### config.mk
export PLATFORM = sky130hd
export DESIGN_NAME = irq_route_ctrl
export DESIGN_NICKNAME = d
export VERILOG_FILES = /design/src/rtl/irq_route_pkg.sv /design/src/rtl/irq_addr_decode.sv /design/src/rtl/irq_src_slot.sv /design/src/rtl/irq_post_arb.sv /design/src/rtl/irq_route_ctrl.sv
export SDC_FILE = /design/constraint.sdc
export NUM_CORES = 1
export LEC_CHECK = 0
export ABC_CLOCK_PERIOD_IN_PS = 4000
export BUFFER_PORTS_ARGS = -buffer_cell sky130_fd_sc_hd__buf_2
export CELL_PAD_IN_SITES_DETAIL_PLACEMENT = 1
export CELL_PAD_IN_SITES_GLOBAL_PLACEMENT = 1
export CORE_AREA = 2 2 182 318
export CTS_BUF_LIST = sky130_fd_sc_hd__clkbuf_8
export DETAILED_ROUTE_END_ITERATION = 10
export DIE_AREA = 0 0 184 320
export HOLD_SLACK_MARGIN = 0.1
export PLACE_DENSITY_LB_ADDON = 0.1
export SLEW_MARGIN = 10
export SYNTH_ARGS = -nofsm -noshare
export SYNTH_HDL_FRONTEND = slang
export SYNTH_SLANG_ARGS = --single-unit
### constraint.sdc
create_clock -name clk_i -period 4 [get_ports clk_i]
set_input_delay 0.8 -clock clk_i [delete_from_list [all_inputs] [get_ports clk_i]]
set_output_delay 0.8 -clock clk_i [all_outputs]
set_load 0.02 [all_outputs]
### src/rtl/irq_route_pkg.sv
package irq_route_pkg;
  localparam int DATA_W   = 64;
  localparam int CPU_W    = 5;
  localparam int VEC_W    = 6;
  localparam int CPU_LSB  = 8;
  localparam int MASK_BIT = 2;
  localparam int CLR_BIT  = 1;
  localparam int PEND_BIT = 0;

  typedef struct packed {
    logic [CPU_W-1:0] cpu;
    logic [VEC_W-1:0] vec;
  } route_t;

  typedef enum logic [1:0] {
    RGN_NONE  = 2'd0,
    RGN_ROUTE = 2'd1,
    RGN_CTL   = 2'd2
  } region_e;
endpackage

### src/rtl/irq_addr_decode.sv
module irq_addr_decode
  import irq_route_pkg::*;
#(
  parameter int NUM_SRC = 32,
  parameter int ADDR_W  = 12,
  localparam int WORD_W = ADDR_W - 3
) (
  input  logic [WORD_W-1:0] word_i,
  output region_e           region_o,
  output logic [WORD_W-1:0] idx_o
);
  localparam logic [WORD_W:0] ROUTE_END = (WORD_W+1)'(NUM_SRC);
  localparam logic [WORD_W:0] CTL_END   = (WORD_W+1)'(2 * NUM_SRC);

  always_comb begin
    region_o = RGN_NONE;
    idx_o    = '0;
    if ({1'b0, word_i} < ROUTE_END) begin
      region_o = RGN_ROUTE;
      idx_o    = word_i;
    end else if ({1'b0, word_i} < CTL_END) begin
      region_o = RGN_CTL;
      idx_o    = word_i - WORD_W'(NUM_SRC);
    end
  end
endmodule

### src/rtl/irq_src_slot.sv
module irq_src_slot
  import irq_route_pkg::*;
(
  input  logic   clk_i,
  input  logic   rst_ni,
  input  logic   irq_i,
  input  logic   route_wr_i,
  input  route_t route_d_i,
  input  logic   ctl_wr_i,
  input  logic   mask_d_i,
  input  logic   pend_clr_i,
  output route_t route_o,
  output logic   mask_o,
  output logic   pend_o,
  output logic   accept_o
);
  route_t route_q;
  logic   mask_q, pend_q;

  assign accept_o = irq_i & ~mask_q;

  always_ff @(posedge clk_i or negedge rst_ni) begin
    if (!rst_ni) begin
      route_q <= '0;
      mask_q  <= 1'b1;
      pend_q  <= 1'b0;
    end else begin
      if (route_wr_i) route_q <= route_d_i;
      // an accepted pulse overrides a concurrent control write
      if (accept_o)      mask_q <= 1'b1;
      else if (ctl_wr_i) mask_q <= mask_d_i;
      if (accept_o)                   pend_q <= 1'b1;
      else if (ctl_wr_i & pend_clr_i) pend_q <= 1'b0;
    end
  end

  assign route_o = route_q;
  assign mask_o  = mask_q;
  assign pend_o  = pend_q;

  a_r6_accept_arms: assert property (@(posedge clk_i) disable iff (!rst_ni)
    (irq_i && !mask_o) |=> (mask_o && pend_o));
  a_r5_masked_drop: assert property (@(posedge clk_i) disable iff (!rst_ni)
    (irq_i && mask_o && !ctl_wr_i) |=> (mask_o && pend_o == $past(pend_o)));
  a_r3_no_sw_set: assert property (@(posedge clk_i) disable iff (!rst_ni)
    (!pend_o && !(irq_i && !mask_o)) |=> !pend_o);
  a_r9_hw_wins: assert property (@(posedge clk_i) disable iff (!rst_ni)
    (irq_i && !mask_o && ctl_wr_i) |=> (mask_o && pend_o));
endmodule

### src/rtl/irq_post_arb.sv
module irq_post_arb
  import irq_route_pkg::*;
#(
  parameter int NUM_SRC = 32
) (
  input  logic                 clk_i,
  input  logic                 rst_ni,
  input  logic [NUM_SRC-1:0]   accept_i,
  input  route_t [NUM_SRC-1:0] route_i,
  output logic                 post_valid_o,
  output route_t               post_route_o
);
  logic [NUM_SRC-1:0] wait_q, grant;
  route_t             sel;

  assign grant = wait_q & (~wait_q + NUM_SRC'(1));

  always_comb begin
    sel = '0;
    for (int i = 0; i < NUM_SRC; i++) begin
      if (grant[i]) sel = sel | route_i[i];
    end
  end

  always_ff @(posedge clk_i or negedge rst_ni) begin
    if (!rst_ni) begin
      wait_q       <= '0;
      post_valid_o <= 1'b0;
      post_route_o <= '0;
    end else begin
      wait_q       <= (wait_q & ~grant) | accept_i;
      post_valid_o <= |wait_q;
      post_route_o <= sel;
    end
  end

  a_r8_drain: assert property (@(posedge clk_i) disable iff (!rst_ni)
    (wait_q != '0) |=> post_valid_o);
  a_r8_no_spurious: assert property (@(posedge clk_i) disable iff (!rst_ni)
    (wait_q == '0) |=> !post_valid_o);
  a_r8_one_grant: assert property (@(posedge clk_i) disable iff (!rst_ni)
    $countones(grant) <= 1);
  a_r7_idle_zero: assert property (@(posedge clk_i) disable iff (!rst_ni)
    !post_valid_o |-> (post_route_o == '0));
endmodule

### src/rtl/irq_route_ctrl.sv
module irq_route_ctrl
  import irq_route_pkg::*;
#(
  parameter int NUM_SRC = 32,
  parameter int ADDR_W  = 12
) (
  input  logic               clk_i,
  input  logic               rst_ni,
  input  logic               req_i,
  input  logic               we_i,
  input  logic [ADDR_W-1:0]  addr_i,
  input  logic [63:0]        wdata_i,
  output logic [63:0]        rdata_o,
  output logic               err_o,
  input  logic [NUM_SRC-1:0] irq_i,
  output logic               post_valid_o,
  output logic [4:0]         post_cpu_o,
  output logic [5:0]         post_vec_o
);
  localparam int WORD_W = ADDR_W - 3;

  region_e              region;
  logic [WORD_W-1:0]    idx;
  route_t [NUM_SRC-1:0] route_q;
  logic [NUM_SRC-1:0]   mask_q, pend_q, accept;
  route_t               route_d, post_route;
  logic [DATA_W-1:0]    rd_d;
  logic                 unused_bits;

  assign unused_bits = ^{wdata_i, addr_i[2:0]};
  assign route_d     = '{cpu: wdata_i[CPU_LSB +: CPU_W], vec: wdata_i[VEC_W-1:0]};

  irq_addr_decode #(.NUM_SRC(NUM_SRC), .ADDR_W(ADDR_W)) u_dec (
    .word_i  (addr_i[ADDR_W-1:3]),
    .region_o(region),
    .idx_o   (idx)
  );

  for (genvar i = 0; i < NUM_SRC; i++) begin : g_src
    logic hit;
    assign hit = req_i & we_i & (idx == WORD_W'(i));
    irq_src_slot u_slot (
      .clk_i     (clk_i),
      .rst_ni    (rst_ni),
      .irq_i     (irq_i[i]),
      .route_wr_i(hit & (region == RGN_ROUTE)),
      .route_d_i (route_d),
      .ctl_wr_i  (hit & (region == RGN_CTL)),
      .mask_d_i  (wdata_i[MASK_BIT]),
      .pend_clr_i(wdata_i[CLR_BIT]),
      .route_o   (route_q[i]),
      .mask_o    (mask_q[i]),
      .pend_o    (pend_q[i]),
      .accept_o  (accept[i])
    );
  end

  irq_post_arb #(.NUM_SRC(NUM_SRC)) u_arb (
    .clk_i       (clk_i),
    .rst_ni      (rst_ni),
    .accept_i    (accept),
    .route_i     (route_q),
    .post_valid_o(post_valid_o),
    .post_route_o(post_route)
  );

  assign post_cpu_o = post_route.cpu;
  assign post_vec_o = post_route.vec;

  always_comb begin
    rd_d = '0;
    for (int i = 0; i < NUM_SRC; i++) begin
      if (idx == WORD_W'(i)) begin
        if (region == RGN_ROUTE) begin
          rd_d[CPU_LSB +: CPU_W] = route_q[i].cpu;
          rd_d[VEC_W-1:0]        = route_q[i].vec;
        end else if (region == RGN_CTL) begin
          rd_d[MASK_BIT] = mask_q[i];
          rd_d[PEND_BIT] = pend_q[i];
        end
      end
    end
  end

  always_ff @(posedge clk_i or negedge rst_ni) begin
    if (!rst_ni) begin
      rdata_o <= '0;
      err_o   <= 1'b0;
    end else begin
      rdata_o <= (req_i & ~we_i) ? rd_d : '0;
      err_o   <= req_i & (region == RGN_NONE);
    end
  end

  a_r10_err_reads_zero: assert property (@(posedge clk_i) disable iff (!rst_ni)
    err_o |-> (rdata_o == '0));
  a_r12_idle_zero: assert property (@(posedge clk_i) disable iff (!rst_ni)
    !(req_i && !we_i) |=> (rdata_o == '0));
  a_r10_err_pulse: assert property (@(posedge clk_i) disable iff (!rst_ni)
    !req_i |=> !err_o);
endmodule

### Yosys cells after proc, flatten, opt, wreduce, memory -nomap -nowiden

Cells that the tools add are included.

| word-level totals | value |
|---|---|
| bits of input ports | 112 |
| output and inout bits | 77 |
| bits in registers | 474 |
| latch bits | 0 |
| memories kept | 0 |
| RAM bits | 0 |
| ROM bits | 0 |

| cells by class | value |
|---|---|
| bitwise gates (word level) | 232 |
| order comparisons | 2 |
| div/mod/pow operators | 0 |
| shift-type cells | 0 |
| $mul | 0 |
| mux-type cells | 453 |
| $add $sub $neg | 2 |
| reductions and logical operators | 67 |
| eq/ne operators | 33 |

Operator list:

| cell | count |
|---|---|
| $mux 11 | 32 |
| $or 11x11->11 | 31 |
| $mux 5 | 64 |
| $mux 1 | 288 |
| $mux 6 | 32 |
| $and 1x1->1 | 163 |
| $eq 9x5->1 const B | 16 |
| $reduce_bool 2->1 | 64 |
| $mux 3 | 32 |
| $eq 9x4->1 const B | 8 |
| $and 32x32->32 | 2 |
| $not 32->32 | 2 |
| $eq 9x3->1 const B | 4 |
| $not 1->1 | 33 |
| $add 32x1->32 const B | 1 |
| $or 32x32->32 | 1 |
| $reduce_or 32->1 | 1 |
| $eq 9x2->1 const B | 2 |
| $mux 9 | 2 |
| $mux 13 | 1 |
| $eq 9x1->1 const B | 1 |
| $logic_not 9->1 | 1 |
| $lt 9x6->1 const B | 1 |
| $lt 9x7->1 const B | 1 |
| 5 further kinds | 6 |

### Depth between registers and ports, before layout

Gate-level depths: netlist of the first run.

| logic depth | value |
|---|---|
| depth after elaboration | 101 |
| mapped depth | 17 |
| mapped depth without buffers | 11 |

### By module

Synthesis of the first run repeated with hierarchy kept, for this count alone.

| second synthesis, totals | value |
|---|---|
| cell total of the unflattened synthesis | 2524 |
| area total of the unflattened synthesis | 27966.8 um2 |

Modules (own cells, without submodules):

| module | instances | sequential area each (um2) | cells each | area an instance (um2) |
|---|---|---|---|---|
| irq_src_slot | 32 | 326.6 | 30 | 531.8 |
| irq_route_ctrl | 1 | 300.3 | 958 | 6075.8 |
| irq_post_arb | 1 | 1101.1 | 583 | 4702.0 |
| irq_addr_decode | 1 | 0.0 | 23 | 172.7 |

### Worst setup path before layout of the first run

Ideal clock, no wire load.

| path | value |
|---|---|
| path type | input to register |
| start point | input addr_i[9] |
| end point | register rdata_o[2] |
| arrival time | 3.751 ns |
| data required time | 3.873 ns |
| stages | 14 |
| buffers on the path | 3 |
| path slack | 0.122 ns |
| setup time | 0.127 ns |
| path through | clkbuf_1 -> inv_1 -> ha_1 -> buf_2 -> or3b_1 -> o211a_1 -> buf_2 -> nor3_1 -> mux2_2 -> o22ai_1 -> a21oi_1 -> or3_1 -> nor4_1 -> nor3_1 |

| on the way | value |
|---|---|
| word-level cells in the longest chain between the ends | 101 |
| elaborated cells on any way between the ends | 138 |

Ends and longest elaborated chain:

| element | RTL line | source |
|---|---|---|
| start: declaration | irq_route_ctrl.sv:11 | `input logic [ADDR_W-1:0] addr_i,` |
| $lt 9x7->1 | irq_addr_decode.sv:21 | `end else if ({1'b0, word_i} < CTL_END) begin` |
| $mux 2 | irq_addr_decode.sv:21 |  |
| $mux 2 | irq_addr_decode.sv:18 | `if ({1'b0, word_i} < ROUTE_END) begin` |
| $eq 2x2->1 | irq_route_ctrl.sv:77 | `end else if (region == RGN_CTL) begin` |
| $mux 1 | irq_route_ctrl.sv:77 |  |
| $mux 1 | irq_route_ctrl.sv:74 | `if (region == RGN_ROUTE) begin` |
| $mux 6 | irq_route_ctrl.sv:73 | `if (idx == WORD_W'(i)) begin` |
| $mux 1 | irq_route_ctrl.sv:77 |  |
| [... 85 more ...] | -- |  |
| $mux 6 | irq_route_ctrl.sv:73 |  |
| $mux 1 | irq_route_ctrl.sv:77 |  |
| $mux 1 | irq_route_ctrl.sv:74 |  |
| $mux 6 | irq_route_ctrl.sv:73 |  |
| $mux 1 | irq_route_ctrl.sv:77 |  |
| $mux 1 | irq_route_ctrl.sv:74 |  |
| $mux 6 (*) | irq_route_ctrl.sv:73 |  |
| $mux 13 (*) | irq_route_ctrl.sv:90 | `rdata_o <= (req_i & ~we_i) ? rd_d : '0;` |
| end signal: assignment | irq_route_ctrl.sv:90 |  |
| end: declaration | irq_route_ctrl.sv:13 | `output logic [63:0] rdata_o,` |

Mark *: on every way between the ends. The rest lies on a longest branch, timed or not.
A chain may end at the register's enable or synchronous reset.

==> out/qor.txt, run 1 <==
Initial Util -> 0.447
Hold Violations, Final -> 0
Slowest stage delay, CP -> 0.70 ns
Layout cell share with drive strength beyond 1 -> 0.318
Met2 Wirelength -> 54.5 mm
CTS tree -> yes
Max FO, Critical Path -> 9
Highest metal used -> met4
Post-CTS setup buffers -> 0
Power consumption -> 0.0109 W
Max-slew violation count -> 0
Fillers -> 6208
Fin crit share -> 0.886
DP Cell Count -> 3276
Crit path cell chain -> or4_1 -> nor3_4 -> and3_4 -> nand2_4 -> or3_1 -> nor3b_4 -> buf_4 -> a221o_1 -> a221oi_1 -> nand3_1
Cts bufs inserted -> 75
VDD IR max -> 0.276 mV
Register area share after synthesis -> 0.473
Syn Inst Count -> 2423
Io pins -> 189
Worst slew pin tran -> 0.899 ns
RSZ-0062 raised after global routing -> no
Die Area -> 0.0589 sq mm
Ys async rst share -> 1.00
Unique masters post-synth -> 78
Fin cells -> 3409
Most common cell after layout, fill and taps aside -> dfrtp_1
Synth warnings -> 0
I/O Buffers -> 79
Start of the worst register-to-register path -> u_arb.wait_q[3]
Post-DP Area -> 0.0275 sq mm
Synth Register Bits -> 472
M1 WL -> 36.9 mm
Die Span X -> 184 um
Max Freq -> 0.282 GHz
Metal3 WL -> 4.10 mm
CP Capture Type -> flop
Outcome -> completed
Static leakage -> 13.3 nW
Initial antenna violation count -> 2
Critical Path RT -> 4.60 ns
Endpoint of the lowest-slack register-to-register path -> u_arb.post_route_o[7]
Crit path arrival time -> 4.14 ns
Synthesized area -> 0.0251 sq mm
Gpl congestion -> 0.975
CP Class -> reg2reg
Total gr overflow -> 0
Final HPWL DP -> 81.8 mm
Die extent in y -> 320 um
Worst rel slew slack -> 0.394
Commonest non-fill, non-tap cells in the layout -> dfrtp_1 (440), mux2_2 (352), buf_4 (244)
Root Buffer -> clkbuf_8
Synth Flop Type -> dfrtp_1
Setup-failing EPs final -> 0
Post-CTS Hold Fix Bufs -> 0
Final worst setup slack -> 0.457 ns
Pwr dens -> 375 mW/mm^2
Post-route cell area -> 0.0290 sq mm
CP top delay family -> simple AND/OR/NAND/NOR gates
Rows -> 115
Worst Hold Class -> in2async
GRT Overall Usage -> 0.361
H-tree depth -> 3
Largest net degree at the start of global routing -> 96
Layout overhead on the synthesized area -> 15.6%
Avg Cell Area, Syn -> 10.3 sq um
Nets -> 2764
Max Cap Viol -> 0
Post-route minimum period -> 3.54 ns
Skew-Pair Late Insertion Delay -> 0.71 ns
Startpoint types -> flop
Worst Reg-to-Reg Cells -> 10
Routed WL per cell -> 30.7 um
CP max-delay cell -> or4_1
Max Root-Sink Buffers -> 3
# resized after CTS -> 0
Pre-CTS setup slack -> -0.156 ns
Drt pass-1 iters -> 5
First-pass GRT wire length -> 155 mm
DRT iter0 DRCs -> 1622
Vias in the first global route -> 23800
Clock-pin slew on the worst setup and hold paths -> 0.07 ns
Number of clock sinks -> 472
DRT Wirelength -> 105 mm
Post-DRT Antenna Nets -> 0
Reg2Reg Setup Slack -> 0.46 ns
Setup tns final -> 0 ns
WP buf/inv -> 1
EDFF count, synth -> 0
Via count -> 22000
Core area -> 0.0561 sq mm
Vias per cell -> 6.45
DRC Markers -> 0
Final clock skew -> 0.0250 ns
==> worst reg2reg max path, delay by kind of cell, from the launching register on <==
| kind | cells | cell delay (ns) |
|---|---|---|
| buffers and inverters | 1 | 0.26 |
| DFF | 1 | 0.39 |
| and+or+nand+nor | 7 | 2.55 |
| AOI/OAI and AO/OA | 2 | 0.25 |
==> sequential cells by signal, summed over array words and instances (netlist names) <==
name	count
g_src.u_slot.route_o	352
u_arb.post_route_o	11
u_arb.wait_q	32
err_o	1
g_src.u_slot.mask_o	32
u_arb.post_valid_o	1
rdata_o	11
g_src.u_slot.pend_o	32
==> per-stage QoR <==
step / hold WS, ns / utilization
3_3_place_gp: 0.480 / 0.490
2_1_floorplan: 0.450 / -
4_1_cts: 0.114 / 0.516
6_report: 0.0993 / 0.516
5_1_grt: 0.147 / 0.516
3_5_place_dp: 0.493 / 0.490
==> cells in the mapped netlist (6+ instances only) <==
cell type,count,area (sq um)
a2111oi_0,6,52.6
a211o_1,7,61.3
a211oi_1,14,105
a21o_1,21,158
a21oi_1,65,325
a221o_1,14,140
a221oi_1,59,517
a222oi_1,19,190
a22o_1,30,263
a22oi_1,77,578
and2_1,12,75.1
and3_1,21,131
buf_1,23,86.3
buf_2,26,130
buf_4,53,398
clkbuf_1,133,499
dfrtp_1,440,11000
dfstp_2,32,841
inv_1,21,78.8
mux2_2,352,3960
nand2_1,212,796
nand2b_1,32,200
nand3_1,57,285
nand4_1,41,257
nor2_1,144,541
nor2b_1,28,175
nor3_1,50,250
nor3_2,6,60.1
nor4_1,21,131
o211ai_1,45,338
o21ai_0,127,636
o21ai_1,6,30.0
o221ai_1,32,280
o22a_1,10,87.6
o22ai_1,79,494
or2_2,6,37.5
or3_1,16,100
or4_1,8,60.1
==> kinds of logic (layout without fill, tap and decap cells) <==
group / after synthesis / count (layout) / share of synthesized area
adders and majority gates: 1 / 1 / 0.000499
AOI/OAI and AO/OA: 659 / 659 / 0.186
other: 1 / 55 / 0.000150
and+or+nand+nor: 679 / 679 / 0.133
muxes: 354 / 354 / 0.159
buffers and inverters: 257 / 487 / 0.0480
DFF: 472 / 472 / 0.473
==> power breakdown <==
part	leakage [nW]	internal (W)	switching [W]	total (W)
Clock	0.853	0.00210	0.00206	0.00416
Sequential	6.22	0.00497	0.000167	0.00514
Combinational	6.27	0.000453	0.00113	0.00158
==> cell type report <==
| class | instances | area (sq um) | area share |
|---|---|---|---|
| multi-input cells | 1746 | 12200 | 0.422 |
| flip-flops and latches | 472 | 11900 | 0.409 |
| repair buffers | 335 | 2480 | 0.0855 |
| clock buffers | 93 | 1280 | 0.0442 |
| well taps | 702 | 878 | 0.0303 |
| clock inverters | 38 | 174 | 0.00600 |
| inverters | 21 | 78.8 | 0.00272 |
| diodes | 2 | 5.00 | 0.000173 |
==> worst max path at each step <==
stage                     from                    end  slack [ns]  depth (start not counted)
6_report       u_arb.wait_q[3]  u_arb.post_route_o[7]        0.46                         10
5_1_grt              addr_i[9]             rdata_o[2]        0.29                         12
4_1_cts        u_arb.wait_q[3]  u_arb.post_route_o[7]        0.50                         10
3_5_place_dp         addr_i[9]             rdata_o[2]       -0.16                         13
3_3_place_gp         addr_i[9]             rdata_o[2]       -0.16                         12
2_1_floorplan        addr_i[9]             rdata_o[2]        0.12                         14
==> per-layer routing <==
metal / track usage / vias to the layer above
met1: 0.383 / 11300
met4: 0.281 / 0
met3: 0.0378 / 397
met2: 0.647 / 837
met5: 0 / -
li1: - / 9494
No activity file was read; power rests on OpenSTA's default activity.
==> inputs of run 2 (changes only) <==
==> constraint.sdc (replaced) <==
create_clock -name clk_i -period 4 [get_ports clk_i]
set_input_delay 0.6 -clock clk_i [delete_from_list [all_inputs] [get_ports clk_i]]
set_output_delay 0.6 -clock clk_i [all_outputs]
set_load 0.02 [all_outputs]
==> run 2 against run 1 <==
  * Critical endpoint unchanged
  * Count of clock-buffer cells in the layout rose by 10
  * Critical path type unchanged
  * Maximum frequency down 1.5%
  * Final area fell by 0.69%
==> out/qor.txt, run 2 (synthesis gave the netlist of run 1 again) <==
Setup tns final -> 0 ns
Max Root-Sink Buffers -> 3
Largest net degree at the start of global routing -> 102
Worst Hold Class -> in2reg
Static leakage -> 13.2 nW
Fin crit share -> 0.899
CP top delay family -> simple AND/OR/NAND/NOR gates
Layout overhead on the synthesized area -> 14.8%
DP Cell Count -> 3237
DRT iter0 DRCs -> 1613
WP buf/inv -> 1
Skew-Pair Late Insertion Delay -> 0.73 ns
Max FO, Critical Path -> 9
Cell count along the critical path -> 10
Number of clock sinks -> 472
GR Util met3 -> 0.0520
Outcome -> completed
Final worst setup slack -> 0.404 ns
Slowest stage delay, CP -> 0.71 ns
Die Span X -> 184 um
Initial antenna violation count -> 5
Fillers -> 6215
Cts bufs inserted -> 75
Finished Core Util -> 0.513
Startpoint types -> flop
Max Cap Viol -> 0
Met2 Usage GRT -> 0.661
H-tree depth -> 3
Final clock skew -> 0.0434 ns
CP Capture Type -> flop
Io pins -> 189
Most common cell after layout, fill and taps aside -> dfrtp_1
Vias in the first global route -> 23500
Final HPWL DP -> 81.5 mm
Pwr dens -> 389 mW/mm^2
Vias per cell -> 6.53
Crit path arrival time -> 4.22 ns
Die extent in y -> 320 um
Critical Path RT -> 4.63 ns
Total gr overflow -> 0
Core area -> 0.0561 sq mm
Max Freq -> 0.278 GHz
Worst slew pin tran -> 0.992 ns
Initial Util -> 0.447
Pre-CTS setup slack -> -0.135 ns
Via count -> 22000
Root Buffer -> clkbuf_8
Post-DRT Antenna Nets -> 0
GRT Overall Usage -> 0.361
CP max-delay cell -> or4_1
Post-CTS setup buffers -> 0
DRC Markers -> 0
Setup-failing EPs final -> 0
Layout cell share with drive strength beyond 1 -> 0.312
VDD IR max -> 0.302 mV
Max reg flops -> 352
Rows -> 115
Gr busiest metal -> met2
DRT Wirelength -> 105 mm
# resized after CTS -> 0
WHS -> 0.143 ns
Hold Path Depth -> 3
First-pass GRT wire length -> 155 mm
Worst rel slew slack -> 0.331
Nets -> 2726
Hold Violations, Final -> 0
Clock-pin slew on the worst setup and hold paths -> 0.07 ns
Post-route minimum period -> 3.60 ns
Fin cells -> 3373
Die Area -> 0.0589 sq mm
Global routing met1 resource utilization -> 0.376
Crit path cell chain -> or4_1 -> nor3_4 -> and3_4 -> nand2_4 -> or3_1 -> nor3b_4 -> buf_4 -> a221o_1 -> a221oi_1 -> nand3_1
Worst Reg-to-Reg Cells -> 10
I/O Buffers -> 79
Gpl congestion -> 0.969
CTS tree -> yes
Drt pass-1 iters -> 5
Commonest non-fill, non-tap cells in the layout -> dfrtp_1 (440), mux2_2 (352), nand2_1 (212)
Max-slew violation count -> 0
RSZ-0062 raised after global routing -> no
Routed WL per cell -> 31.2 um
CP Class -> reg2reg
run 2: final timing paths:
kind                                               end  slack [ns]                     from
min reg2reg                    g_src[28].u_slot.mask_o        0.49  g_src[28].u_slot.mask_o
max reg2reg                      u_arb.post_route_o[7]        0.40          u_arb.wait_q[3]
max in group asynchronous      g_src[30].u_slot.mask_o        2.37                   rst_ni
min                            g_src[13].u_slot.pend_o        0.14                irq_i[13]
max                              u_arb.post_route_o[7]        0.40          u_arb.wait_q[3]
min in group asynchronous  g_src[11].u_slot.route_o[3]        0.57                   rst_ni
run 2: cell type report:
cell class                      count  area (sq um)  share of cell area
Sequential cell                   472         11900               0.412
Clock inverter                     31           146             0.00509
Antenna cell                        1          2.50           0.0000870
Timing Repair Buffer              297          2170              0.0754
Clock buffer                      103          1420              0.0493
Inverter                           21          78.8             0.00274
Tap cell                          702           878              0.0305
Multi-Input combinational cell   1746         12200               0.425
run 2: report_power, final:
group	internal (W)	switching (W)	total, W
Clock	0.00229	0.00214	0.00443
Sequential	0.00497	0.000166	0.00513
Combinational	0.000455	0.00116	0.00162
Total	0.00772	0.00346	0.0112
run 2: stage by stage:
step	area, sq um	power [W]
floorplan	25300	0.00599
global placement	27200	0.00675
detailed placement	27200	0.00680
CTS	28800	0.0112
global route	28800	0.0115
finish	28800	0.0112
run 2: timing repair:
item	CTS	global route
setup endpoints to repair	0	0
hold endpoints to repair	89	0
hold buffers	1	0
run 2: routing by layer:
| layer | wire (um) | part of all wire |
|---|---|---|
| met5 | 53 | 0.00050 |
| met4 | 8100 | 0.077 |
| met1 | 37000 | 0.35 |
| met2 | 55500 | 0.53 |
| met3 | 4590 | 0.044 |
run 2: tightest hold or removal path: cells and delay by family:
family | cells | cell delay [ns]
buffers and inverters | 1 | 0.08
and+or+nand+nor | 2 | 0.15
